[src/rtl/fwd_pkg.sv]
package fwd_pkg;
  typedef enum logic [2:0] {
    CLS_NONE   = 3'd0,
    CLS_ALU    = 3'd1,
    CLS_ALUI   = 3'd2,
    CLS_LOAD   = 3'd3,
    CLS_LINK   = 3'd4,
    CLS_STORE  = 3'd5,
    CLS_BRANCH = 3'd6
  } op_cls_e;

  typedef enum logic [1:0] {
    SEL_RF   = 2'd0,
    SEL_ALU  = 2'd1,
    SEL_LINK = 2'd2
  } fwd_sel_e;

  // result ready at the end of execute, usable by the next instruction
  function automatic logic cls_fwd_ready(op_cls_e c);
    return (c == CLS_ALU) || (c == CLS_ALUI);
  endfunction

  // result only known after the memory stage
  function automatic logic cls_late(op_cls_e c);
    return c == CLS_LOAD;
  endfunction

  function automatic logic cls_link(op_cls_e c);
    return c == CLS_LINK;
  endfunction
endpackage

[src/rtl/fwd_exe_stage.sv]
module fwd_exe_stage
  import fwd_pkg::*;
#(
  parameter int AW = 5
) (
  input  logic          clk,
  input  logic          rst_n,
  input  logic          hold_i,
  input  logic [AW-1:0] dec_ws_i,
  input  op_cls_e       dec_cls_i,
  output logic [AW-1:0] ex_ws_o,
  output logic          ex_fwd_we_o,
  output logic          ex_late_we_o,
  output logic          ex_link_we_o,
  output logic          ex_bubble_o
);
  op_cls_e       ex_cls_q;
  logic [AW-1:0] ex_ws_q;
  logic          ws_nz;

  always_ff @(posedge clk or negedge rst_n) begin
    if (!rst_n) begin
      ex_cls_q <= CLS_NONE;
      ex_ws_q  <= '0;
    end else if (hold_i) begin
      ex_cls_q <= CLS_NONE;
      ex_ws_q  <= '0;
    end else begin
      ex_cls_q <= dec_cls_i;
      ex_ws_q  <= dec_ws_i;
    end
  end

  assign ws_nz        = (ex_ws_q != '0);
  assign ex_ws_o      = ex_ws_q;
  assign ex_fwd_we_o  = cls_fwd_ready(ex_cls_q) && ws_nz;
  assign ex_late_we_o = cls_late(ex_cls_q) && ws_nz;
  assign ex_link_we_o = cls_link(ex_cls_q) && ws_nz;
  assign ex_bubble_o  = (ex_cls_q == CLS_NONE);

  // a held decode instruction leaves a bubble behind it
  p_hold_bubble_r5: assert property (@(posedge clk) disable iff (!rst_n)
    hold_i |=> ex_bubble_o && !ex_fwd_we_o && !ex_late_we_o);

  // no enable part is ever raised for register 0
  p_zero_dest_r7: assert property (@(posedge clk) disable iff (!rst_n)
    (ex_ws_o == '0) |-> !(ex_fwd_we_o || ex_late_we_o || ex_link_we_o));
endmodule

[src/rtl/fwd_operand.sv]
module fwd_operand
  import fwd_pkg::*;
#(
  parameter int AW       = 5,
  parameter bit LINK_FWD = 1'b1
) (
  input  logic          clk,
  input  logic          rst_n,
  input  logic [AW-1:0] src_i,
  input  logic          rd_en_i,
  input  logic [AW-1:0] ex_ws_i,
  input  logic          ex_fwd_we_i,
  input  logic          ex_late_we_i,
  input  logic          ex_link_we_i,
  output fwd_sel_e      sel_o,
  output logic          hazard_o
);
  logic hit;
  assign hit = rd_en_i && (src_i == ex_ws_i);

  generate
    if (LINK_FWD) begin : g_link_path
      always_comb begin
        if (hit && ex_fwd_we_i)       sel_o = SEL_ALU;
        else if (hit && ex_link_we_i) sel_o = SEL_LINK;
        else                          sel_o = SEL_RF;
      end
      assign hazard_o = hit && ex_late_we_i;
    end else begin : g_link_stall
      assign sel_o    = (hit && ex_fwd_we_i) ? SEL_ALU : SEL_RF;
      assign hazard_o = hit && (ex_late_we_i || ex_link_we_i);
    end
  endgenerate

  // an unread source takes no part
  p_unread_quiet_r8: assert property (@(posedge clk) disable iff (!rst_n)
    !rd_en_i |-> (sel_o == SEL_RF) && !hazard_o);

  // register 0 as a source is always read from the file
  p_src_zero_r7: assert property (@(posedge clk) disable iff (!rst_n)
    (src_i == '0) |-> (sel_o == SEL_RF) && !hazard_o);
endmodule

[src/rtl/fwd_ctrl.sv]
module fwd_ctrl
  import fwd_pkg::*;
#(
  parameter int AW       = 5,
  parameter bit LINK_FWD = 1'b1
) (
  input  logic          clk,
  input  logic          rst_n,
  input  logic [AW-1:0] dec_rs_i,
  input  logic [AW-1:0] dec_rt_i,
  input  logic          dec_re_a_i,
  input  logic          dec_re_b_i,
  input  logic [AW-1:0] dec_ws_i,
  input  logic [2:0]    dec_cls_i,
  output logic [1:0]    sel_a_o,
  output logic [1:0]    sel_b_o,
  output logic          stall_o
);
  localparam int NOPS = 2;

  logic [AW-1:0] ex_ws;
  logic          ex_fwd_we, ex_late_we, ex_link_we, ex_bubble;
  logic [AW-1:0] src   [NOPS];
  logic          rd_en [NOPS];
  fwd_sel_e      sel   [NOPS];
  logic [NOPS-1:0] hazard;

  assign src[0]   = dec_rs_i;
  assign src[1]   = dec_rt_i;
  assign rd_en[0] = dec_re_a_i;
  assign rd_en[1] = dec_re_b_i;

  fwd_exe_stage #(.AW(AW)) u_exe (
    .clk         (clk),
    .rst_n       (rst_n),
    .hold_i      (stall_o),
    .dec_ws_i    (dec_ws_i),
    .dec_cls_i   (op_cls_e'(dec_cls_i)),
    .ex_ws_o     (ex_ws),
    .ex_fwd_we_o (ex_fwd_we),
    .ex_late_we_o(ex_late_we),
    .ex_link_we_o(ex_link_we),
    .ex_bubble_o (ex_bubble)
  );

  for (genvar g = 0; g < NOPS; g++) begin : g_opnd
    fwd_operand #(.AW(AW), .LINK_FWD(LINK_FWD)) u_opnd (
      .clk         (clk),
      .rst_n       (rst_n),
      .src_i       (src[g]),
      .rd_en_i     (rd_en[g]),
      .ex_ws_i     (ex_ws),
      .ex_fwd_we_i (ex_fwd_we),
      .ex_late_we_i(ex_late_we),
      .ex_link_we_i(ex_link_we),
      .sel_o       (sel[g]),
      .hazard_o    (hazard[g])
    );
  end

  assign stall_o = |hazard;
  assign sel_a_o = sel[0];
  assign sel_b_o = sel[1];

  // an empty execute stage forwards nothing and interlocks nothing
  p_bubble_idle_r9: assert property (@(posedge clk) disable iff (!rst_n)
    ex_bubble |-> (sel_a_o == 2'd0) && (sel_b_o == 2'd0) && !stall_o);

  // a stall never lasts two cycles in a row
  p_stall_single_r5: assert property (@(posedge clk) disable iff (!rst_n)
    stall_o |=> !stall_o && (sel_a_o == 2'd0) && (sel_b_o == 2'd0));

  // a dependent read behind a load with a real destination interlocks
  p_load_use_r4: assert property (@(posedge clk) disable iff (!rst_n)
    (ex_late_we && dec_re_a_i && (dec_rs_i == ex_ws)) |-> stall_o);

  // an interlocked instruction is not also given a forwarded operand
  p_stall_no_fwd_r4: assert property (@(posedge clk) disable iff (!rst_n)
    stall_o |-> (sel_a_o == 2'd0) && (sel_b_o == 2'd0));
endmodule

[config.mk]
export PLATFORM = sky130hd
export DESIGN_NAME = fwd_ctrl
export DESIGN_NICKNAME = d
export VERILOG_FILES = /design/src/rtl/fwd_pkg.sv /design/src/rtl/fwd_exe_stage.sv /design/src/rtl/fwd_operand.sv /design/src/rtl/fwd_ctrl.sv
export SDC_FILE = /design/constraint.sdc
export NUM_CORES = 1
export LEC_CHECK = 0
export ABC_AREA = 0
export BUFFER_PORTS_ARGS = -buffer_cell sky130_fd_sc_hd__buf_2
export CELL_PAD_IN_SITES_DETAIL_PLACEMENT = 1
export CELL_PAD_IN_SITES_GLOBAL_PLACEMENT = 1
export CORE_MARGIN = 4
export CORE_UTILIZATION = 27
export CTS_CLUSTER_SIZE = 25
export DETAILED_ROUTE_END_ITERATION = 10
export PLACE_DENSITY_LB_ADDON = 0.12
export RECOVER_POWER = 100
export SLEW_MARGIN = 20
export SYNTH_ARGS = -nofsm -noshare
export SYNTH_HDL_FRONTEND = slang
export SYNTH_SLANG_ARGS = --single-unit
[constraint.sdc]
create_clock -name clk -period 2.88 [get_ports clk]
set_clock_uncertainty 0.2 [all_clocks]
set_input_delay 0.864 -clock clk [delete_from_list [all_inputs] [get_ports clk]]
set_output_delay 0.864 -clock clk [all_outputs]
set_load 0.01 [all_outputs]
After elaboration in Yosys (flattened, before gate mapping):

Index checks and enable logic that the tools add are counted.

* bits in registers: 8
* input bits: 22
* output and inout port bits: 5

* multiplexer cells: 6
* equal/unequal tests: 6
* reductions and logical operators: 14

Operators by type and width (count)
* $logic_and A1 B1 Y1: 11
* $eq A5 B5 Y1: 2
* $mux W2: 4
* $eq A3 B2 Y1 const B: 2
* $mux W5: 1
* $reduce_bool A5 Y1: 1
* $eq A3 B1 Y1 const B: 1
* $eq A3 B3 Y1 const B: 1
* $mux W3: 1
* $reduce_or A2 Y1: 1
* $logic_or A1 B1 Y1: 1

Longest topological paths before layout:

Gate-level depths: netlist (run 1).

* depth after elaboration: 5
* depth in mapped cells: 5
* mapped depth without buffers: 5

Cells and area by module:

A second synthesis (run 1) with hierarchy kept.

* cells, all modules: 50
* area total of the unflattened synthesis: 498.0 um^2

By module, submodules not included
* fwd_exe_stage: seq. area each 200.2 um^2, cells each 25, times used 1, area an instance 331.6 um^2
* fwd_operand: seq. area each 0.0 um^2, cells each 12, times used 2, area an instance 80.1 um^2
* fwd_ctrl: seq. area each 0.0 um^2, cells each 1, times used 1, area an instance 6.3 um^2

Worst setup path before layout (run 1):

Ideal clock, no wire load.

* kind: input to output
* from: input dec_rs_i[1]
* to: output stall_o
* data arrival time: 1.736 ns
* path buffers: 0
* required time: 1.816 ns
* stages: 5
* path slack: 0.080 ns
* cells stage by stage: xor2_1 -> nor4_1 -> nand3_1 -> a21o_2 -> inv_1

* word-level cells in the longest chain between the ends: 4

Ends and longest elaborated chain
* from (decl): RTL line fwd_ctrl.sv:9 `input logic [AW-1:0] dec_rs_i,`
* $eq A5 B5 Y1: RTL line fwd_operand.sv:19 `assign hit = rd_en_i && (src_i == ex_ws_i);`
* $logic_and A1 B1 Y1: RTL line fwd_operand.sv:19
* $logic_and A1 B1 Y1: RTL line fwd_operand.sv:28 `assign hazard_o = hit && ex_late_we_i;`
* $reduce_or A2 Y1: RTL line fwd_ctrl.sv:61 `assign stall_o = |hazard;`
* to (decl): RTL line fwd_ctrl.sv:17 `output logic stall_o`

Every way passes these cells.

Worst setup path after layout (run 1):

Ends and elaborated chain as after synthesis.

==> results.ini, run 1 <==
[setup_path]
start_kind=primary input
worstReg2RegStart=u_exe.ex_ws_o[1]
r2r_cells=6
cp_max_fo=2
end_kind=output pin
worstPathArrival_ns=1.92
r2r_slack_ns=0.98
rr_endpoint=u_exe.ex_ws_o[2]
crit_type=in2out
required_ns=1.82

[layout]
syn2layout_area_growth_pct=55.0
final_core_util=0.447
diodes=0
drive_above_1_share=0.494
nets=101

[yosys]
ys_types=13
synth_top_area_frac=0.461
ys_warn_count=0
syn_nets=67
synthTopCellsByArea=dfrtp_1 46%, xor2_1 18%, and2_1 10%, nor2_1 5.2%, nand3_1 4.6%
avgSynthCellArea_um2=9.65
synth.yosys.seq_area_share=0.461
netlist_area_um2=434
syn_inst=45
synth_seq_cells=8
synth_top_area_cell=dfrtp_1

[timing]
min_period_over_period=1.04
hold_viol=0
slew_headroom=0.728
setup_violations=5
slew_viol_final=0
finalWorstSetupSlack_ns=-0.103
fmax_mhz=335
tightest_slew_ns=0.408
rsz0062_at_grt=true
min_period_ns=2.98

[drt]
vias_per_cell=4.47
num_vias=416
ant_nets=0
drt_first_pass_iters=2
drc=0
drt_wl_total_mm=1.12
drt_iter0_drc=1
wl_per_cell_um=12.0

[pwr]
power.leakage_nw=0.326
ir_worst_vdd_v=0.000191
power_uw=251
power.density_mw_per_mm2=373

[global_routing]
grt-ovfl-total=0
grtUsageTotal=0.0984
grt_pass1_wl_mm=1.52
grt_pass1_vias=416
antenna_found_initial=0
grt_max_degree=9

[clocking]
cts_root_buffer=clkbuf_4
htreeDepth=1
insertion_delay_ns=0.24
clk_pin_slew_worst_paths_ns=0.05
clk_path_buf_depth=2
cts_hold_buf=0
cts_buffers=3
clock_sinks=8
cts_tree=yes
post-cts-setup-buffers=0

[placed_design]
io_buffers=26
dp_hpwl_um=980
gp_congestion=0.622

[floorplan]
dieArea_mm2=0.00231
die_height_um=48.1
dieWidth_um=48.1
fp-row-count=14
initial_core_util=0.288
coreArea_mm2=0.00151
ios=27

[status]
outcome=complete, but fails checks
violations=negative setup slack

[hold_path]
hold_path_class=in2async

[run]
drv_cap=0

[metrics by stage]
stage / hold WS, ns / setup WS (ns) / instances / cell area, µm² / setup TNS, ns
final: 0.318 / -0.103 / 93 / 673 / -0.279
after global routing: 0.350 / -0.174 / 93 / 673 / -0.730
after CTS: 0.247 / -0.103 / 93 / 654 / -0.326
after detailed placement: 0.514 / -0.187 / 90 / 607 / -0.654
after global placement: 0.507 / -0.141 / 90 / 607 / -0.529
after floorplan: 0.368 / 0.0802 / 45 / 434 / 0
[per-layer routing]
metal	vias up	track usage	wire, µm
li1	211	-	-
met1	182	0.101	416
met2	23	0.177	551
met3	0	0.0111	150
met4	0	0.0806	0
met5	-	0	0
[critical path, cell delays in order]
cell     delay, ns
buf_2         0.10
xor2_1        0.15
nor4_2        0.27
nand3_1       0.14
a21o_2        0.25
inv_2         0.06
buf_6         0.09
[flip-flops by register name (all words and copies together) (netlist names)]
| signal | count |
|---|---|
| u_exe.ex_ws_o | 5 |
| u_exe.ex_cls_q | 3 |
[cells by family after synthesis]
group,count (synthesis),synth area share
simple gates,23,0.277
compound gates,2,0.0317
flops,8,0.461
buf+inv,1,0.00864
xor+xnor,11,0.222
[cell type report]
class                           count  area (µm²)
Clock buffer                        3        22.5
Fill cell                         196         833
Inverter                            1        3.75
Multi-Input combinational cell     36         244
Sequential cell                     8         200
Tap cell                           16        20.0
Timing Repair Buffer               29         183
[layout by cell type (no fill, tap or decap)]
master	synthesis	layout
buf_4	0	3
nor3_1	1	1
nor2_2	0	3
xor2_1	9	9
nor4_2	0	1
buf_2	0	20
nor4_1	2	1
nand2_1	2	2
and2_4	1	1
nor2_1	6	3
xnor2_1	2	2
nand3_1	4	4
clkbuf_4	0	3
buf_6	0	5
a21o_2	1	1
a21oi_1	1	1
dfrtp_1	8	8
clkbuf_1	0	1
inv_2	0	1
and2_1	7	7
[power breakdown]
group | total, mW | switching, mW | internal, mW
Combinational | 0.0454 | 0.0183 | 0.0271
Sequential | 0.125 | 0.00647 | 0.119
Clock | 0.0805 | 0.0332 | 0.0474
[synth_stat cells]
cell type  number
xnor2_1         2
nor3_1          1
nand2_1         2
nor2_1          6
xor2_1          9
a21oi_1         1
dfrtp_1         8
nand3_1         4
and2_4          1
a21o_2          1
and2_1          7
nor4_1          2
inv_1           1
[worst max path at each step]
stage                            from       to  cells after the start  slack, ns
after floorplan           dec_rs_i[1]  stall_o                      5       0.08
after global placement    dec_rs_i[1]  stall_o                      7      -0.14
after detailed placement  dec_rs_i[1]  stall_o                      7      -0.19
after CTS                 dec_rs_i[3]  stall_o                      7      -0.10
after global routing      dec_rt_i[3]  stall_o                      7      -0.17
final                     dec_rs_i[1]  stall_o                      7      -0.10
[repair_timing]
action | in CTS | in global routing
setup endpoints to repair | 5 | 5
hold endpoints to repair | 0 | 0
pin swaps | 9 | 5
gates resized for setup | 4 | 6
Note: power is estimated with default switching activity, not from simulation.
==> run 2: changes to the inputs <==
- TNS_END_PERCENT: not set -> 50
- clock period: 2.88 -> 3.35 ns (I/O delays scaled with it)
==> run 2 against run 1 <==
Power shrank 16%. Die area is the same. Register-to-register slack gained 0.32 ns. Critical endpoint unchanged. Highest routed layer unchanged. Combinational power shrank 24%. The flow now finishes without violations. Critical path type unchanged.
==> results.ini, run 2 (same netlist as run 1, synthesis figures left out) <==
[clocking]
clk_pin_slew_worst_paths_ns=0.05  ; about the same
clk_path_buf_depth=2  ; unchanged
htreeDepth=1  ; unchanged
cts_buffers=3  ; unchanged
cts_root_buffer=clkbuf_4
clock_sinks=8  ; unchanged
insertion_delay_ns=0.24  ; about the same
cts_tree=yes

[global_routing]
grt_pass1_wl_mm=1.55  ; +1.4%
grt_max_degree=9  ; unchanged
antenna_found_initial=0  ; unchanged
grtUsageTotal=0.0970  ; -0.00144
grt-ovfl-total=0  ; unchanged
grt_pass1_vias=450  ; +8.2%

[placed_design]
placed_cells=90  ; unchanged
gp_congestion=0.616  ; -0.98%
place_ws_ns=0.0310  ; +0.218 ns
dp_hpwl_um=944  ; -3.7%
io_buffers=26  ; unchanged

[timing]
min_period_over_period=0.979
min_period_ns=3.28
fmax_mhz=305
hold_viol=0  ; unchanged
tightest_slew_ns=0.401  ; -0.00710 ns
slew_headroom=0.732  ; +0.00473
finalWorstSetupSlack_ns=0.0716  ; +0.174 ns
setup_violations=0  ; -5
slew_viol_final=0  ; unchanged
whs_ns=0.456  ; +0.138 ns

[floorplan]
initial_core_util=0.288  ; unchanged
ios=27  ; unchanged
dieArea_mm2=0.00231  ; unchanged
coreArea_mm2=0.00151  ; unchanged
dieWidth_um=48.1  ; unchanged
die_height_um=48.1  ; unchanged
fp-row-count=14  ; unchanged

[layout]
regArea_um2=200  ; unchanged
layout_common_cells=23 x buf_2, 9 x xor2_1, 8 x dfrtp_1
stdcell_count=94  ; +1.1%
largest_reg_flops=5  ; unchanged
diodes=0  ; unchanged
multi_input_area_um2=240  ; -1.5%
drive_above_1_share=0.462  ; -0.0320
syn2layout_area_growth_pct=47.8
final_common_cell=buf_2
fill_cells=185  ; -5.6%
nets=102  ; +0.99%

[drt]
drt_first_pass_iters=1  ; -1
vias_per_cell=4.44  ; -0.83%
num_vias=417  ; +0.24%
drc=0  ; unchanged
wl_per_cell_um=10.9  ; -9.6%
ant_nets=0  ; unchanged
drt_wl_total_mm=1.02  ; -8.6%
drt_iter0_drc=0  ; -1

[pwr]
power.density_mw_per_mm2=328  ; -12%
power.leakage_nw=0.312  ; -4.3%
p_sw_uw=47.8  ; -17%
pwr-share-clk=0.326  ; +0.005
power_report.internal_total_uw=163  ; -16%
p_sw_frac=0.227  ; -0.00340
comb_power_share=0.164  ; -0.017
power_uw=210  ; -16%
seqPwrFrac=0.510  ; +0.012
ir_worst_vdd_v=0.000168  ; -12%

[setup_path]
crit_type=in2out
worstReg2RegStart=u_exe.ex_ws_o[2]
r2r_cells=7  ; +1
end_kind=output pin
worstPathArrival_ns=2.07  ; +0.15 ns
rr_endpoint=u_exe.ex_ws_o[2]
start_kind=primary input
r2r_slack_ns=1.30  ; +0.32 ns
cp_max_fo=2  ; unchanged
required_ns=2.14  ; +0.32 ns

[status]
outcome=finished, final reports clean

[run]
drv_cap=0  ; unchanged

[hold_path]
hold_path_class=in2async

run 2: stage by stage:
step	utilization	area, µm²	TNS, ns
floorplan	-	434	0
global placement	0.403	607	0
detailed placement	0.403	607	0
CTS	0.418	629	0
global route	0.426	642	-0.0309
finish	0.426	642	0
run 2: area by class of cell:
class / instances / area share
Sequential cell: 8 / 0.312
Tap cell: 16 / 0.0312
Inverter: 1 / 0.00585
Timing Repair Buffer: 30 / 0.242
Multi-Input combinational cell: 36 / 0.374
Clock buffer: 3 / 0.0351
run 2: what timing repair did:
| item | 4_1_cts | 5_1_grt |
|---|---|---|
| buffers inserted | 0 | 1 |
| resized for setup | 0 | 4 |
| hold buffers | 0 | 0 |
| hold endpoints to repair | 0 | 0 |
| setup endpoints to repair | 0 | 3 |
run 2: power groups by stage:
stage | sequential [mW] | clock [mW] | combinational, mW
final | 0.107 | 0.0685 | 0.0345
after CTS | 0.108 | 0.0728 | 0.0350
after floorplan | 0.108 | 0 | 0.0171
after global routing | 0.108 | 0.0787 | 0.0392
after detailed placement | 0.109 | 0 | 0.0349
after global placement | 0.109 | 0 | 0.0341
run 2: per-layer routing:
layer | up-vias | global-route usage | part of all wire
met5 | - | 0 | 0
met4 | 0 | 0.0806 | 0
met3 | 0 | 0.0148 | 0.15
met2 | 23 | 0.172 | 0.47
met1 | 183 | 0.0991 | 0.39
li1 | 211 | - | -
run 2: worst max path at each step:
stage | from | slack [ns] | cells after the start | endpoint
floorplan | dec_rs_i[1] | 0.27 | 5 | stall_o
global placement | dec_rs_i[1] | 0.05 | 7 | stall_o
detailed placement | dec_rs_i[1] | 0.03 | 7 | stall_o
CTS | dec_rs_i[1] | 0.03 | 7 | stall_o
global route | dec_rt_i[2] | -0.01 | 7 | stall_o
finish | dec_rt_i[2] | 0.07 | 7 | stall_o
run 2: worst max-delay path, stage by stage:
cell	delay, ns
buf_2	0.10
xor2_1	0.13
nor4_1	0.28
nand3_1	0.14
a21o_2	0.25
inv_2	0.04
buf_2	0.11
==> run 3: changes to the inputs <==
- PLACE_DENSITY_LB_ADDON: 0.12 -> 0.1
==> run 3 against run 2 <==
Sequential share of layout area grew 0.12 points. Core utilization decreased by 0.17 points. Die area unchanged. Via count is 3.6% lower. Worst setup slack better by 0.010 ns. Count of clock-buffer cells in the layout unchanged. Clock power rose by 2%. First-iteration DRC count grew 1.
==> results.ini, run 3 (same netlist as run 1, synthesis figures left out) <==
[run]
drv_cap=0  ; unchanged

[drt]
drc=0  ; unchanged
wl_per_cell_um=12.2  ; +12%
drt_wl_total_mm=1.12  ; +9.4%
ant_nets=0  ; unchanged
num_vias=402  ; -3.6%
drt_iter0_drc=1  ; +1
vias_per_cell=4.37  ; -1.5%
drt_first_pass_iters=2  ; +1

[clocking]
cts_root_buffer=clkbuf_4
cts_hold_buf=0  ; unchanged
cts_tree=yes
cts_buffers=3  ; unchanged
clk_pin_slew_worst_paths_ns=0.05  ; about the same
clk_path_buf_depth=2  ; unchanged
post-cts-setup-buffers=0  ; unchanged
htreeDepth=1  ; unchanged
insertion_delay_ns=0.25  ; about the same
clock_sinks=8  ; unchanged

[pwr]
ir_worst_vdd_v=0.000184  ; +9.2%
power_uw=215  ; +2.0%
power_report.internal_total_uw=164  ; +0.87%
seqPwrFrac=0.501  ; -0.009
power.leakage_nw=0.317  ; +1.7%
pwr-share-clk=0.327  ; about the same
p_sw_uw=50.6  ; +5.9%
p_sw_frac=0.236  ; +0.00863
power.density_mw_per_mm2=336  ; +2.4%
comb_power_share=0.173  ; +0.009

[global_routing]
antenna_found_initial=0  ; unchanged
grt_pass1_wl_mm=1.53  ; -0.91%
grt_use_met1=0.115  ; +0.0158
grt_util_met2=0.161  ; -0.0106
grt-ovfl-total=0  ; unchanged
busiest_layer=met2
grt_pass1_vias=384  ; -15%
grtUsageMet3=0.0185  ; +0.00369
grtUsageTotal=0.100  ; +0.00303
grt_max_degree=9  ; unchanged

[layout]
nets=100  ; -2.0%
final_common_cell=buf_2
fin_area_um2=639  ; -0.39%
layout_common_cells=24 x buf_2, 9 x xor2_1, 8 x dfrtp_1
stdcell_count=92  ; -2.1%
drive_above_1_share=0.447  ; -0.0142
largest_reg_flops=5  ; unchanged
syn2layout_area_growth_pct=47.3
diodes=0  ; unchanged

[timing]
fmax_mhz=306  ; +0.31%
tightest_slew_ns=0.407  ; +0.00544 ns
setup_violations=0  ; unchanged
slew_headroom=0.729  ; -0.00363
hold_viol=0  ; unchanged
whs_ns=0.454  ; -0.00259 ns
min_period_ns=3.27  ; -0.0101 ns
slew_viol_final=0  ; unchanged
rsz0062_at_grt=true
min_period_over_period=0.976  ; -0.00303

[setup_path]
start_kind=primary input
max_stage_delay_ns=0.28  ; about the same
required_ns=2.14  ; about the same
crit_chain=buf_6, xor2_1, nor4_2, nand3_1, a21o_2, inv_1, buf_2
r2r_cells=6  ; -1
cp-endpoint=stall_o
crit_type=in2out
cp_max_fo=3  ; +1
end_kind=output pin
r2r_slack_ns=1.47  ; +0.17 ns
startpoint=dec_rt_i[3]
worstReg2RegStart=u_exe.ex_ws_o[3]
worstPathArrival_ns=2.06  ; about the same
cp_slowest_cell=nor4_2
rr_endpoint=u_exe.ex_ws_o[2]

[floorplan]
dieArea_mm2=0.00231  ; unchanged
fp-row-count=14  ; unchanged
initial_core_util=0.288  ; unchanged
dieWidth_um=48.1  ; unchanged
ios=27  ; unchanged
die_height_um=48.1  ; unchanged
coreArea_mm2=0.00151  ; unchanged

[placed_design]
io_buffers=26  ; unchanged
placed_cells=89  ; -1.1%
gp_congestion=0.728  ; +18%
dp_hpwl_um=968  ; +2.5%
place_area_um2=599  ; -1.2%

[status]
outcome=finished, final reports clean

[hold_path]
hold_path_class=in2async

==> run 3: layer usage <==
metal,up-vias,share of wire
met1,172,0.38
li1,207,-
met4,0,0
met5,-,0
met3,0,0.14
met2,23,0.47
==> run 3: repair_timing <==
item / CTS / global route
endpoints found under the setup margin: 1 / 3
resized for setup: 1 / 2
pin swaps: 0 / 3
==> run 3: area by class of cell <==
cell class | instances | area [µm²]
fillers | 193 | 867
multi-input cells | 36 | 243
flip-flops and latches | 8 | 200
repair buffers | 28 | 150
clock buffers | 3 | 22.5
well taps | 16 | 20.0
inverters | 1 | 3.75
==> run 3: worst min path at each step <==
| stage | cells after the start | slack [ns] | to | start |
|---|---|---|---|---|
| 2_1_floorplan | 0 | 0.51 | u_exe.ex_cls_q[0] | rst_n |
| 3_3_place_gp | 1 | 0.65 | u_exe.ex_cls_q[2] | rst_n |
| 3_5_place_dp | 1 | 0.65 | u_exe.ex_cls_q[0] | rst_n |
| 4_1_cts | 1 | 0.38 | u_exe.ex_cls_q[0] | rst_n |
| 5_1_grt | 1 | 0.48 | u_exe.ex_cls_q[0] | rst_n |
| 6_report | 1 | 0.45 | u_exe.ex_cls_q[0] | rst_n |
==> run 3: power groups by stage <==
stage | combinational (mW) | clock (mW) | sequential, mW
final | 0.0370 | 0.0701 | 0.107
after global routing | 0.0417 | 0.0837 | 0.108
after CTS | 0.0358 | 0.0749 | 0.108
after detailed placement | 0.0348 | 0 | 0.109
after global placement | 0.0338 | 0 | 0.109
after floorplan | 0.0171 | 0 | 0.108
==> run 3: worst max-delay path, delay by kind of cell <==
kind / cells / cell delay [ns]
compound gates: 1 / 0.23
xor+xnor: 1 / 0.14
buf+inv: 3 / 0.25
simple gates: 2 / 0.44
==> run 3: through the flow <==
stage / TNS (ns) / worst slack [ns] / util
global placement: -0.0128 / -0.0128 / 0.398
global route: -0.0133 / -0.0133 / 0.424
CTS: 0 / 0.0120 / 0.417
floorplan: 0 / 0.268 / -
finish: 0 / 0.0817 / 0.424
detailed placement: 0 / 0.00483 / 0.398
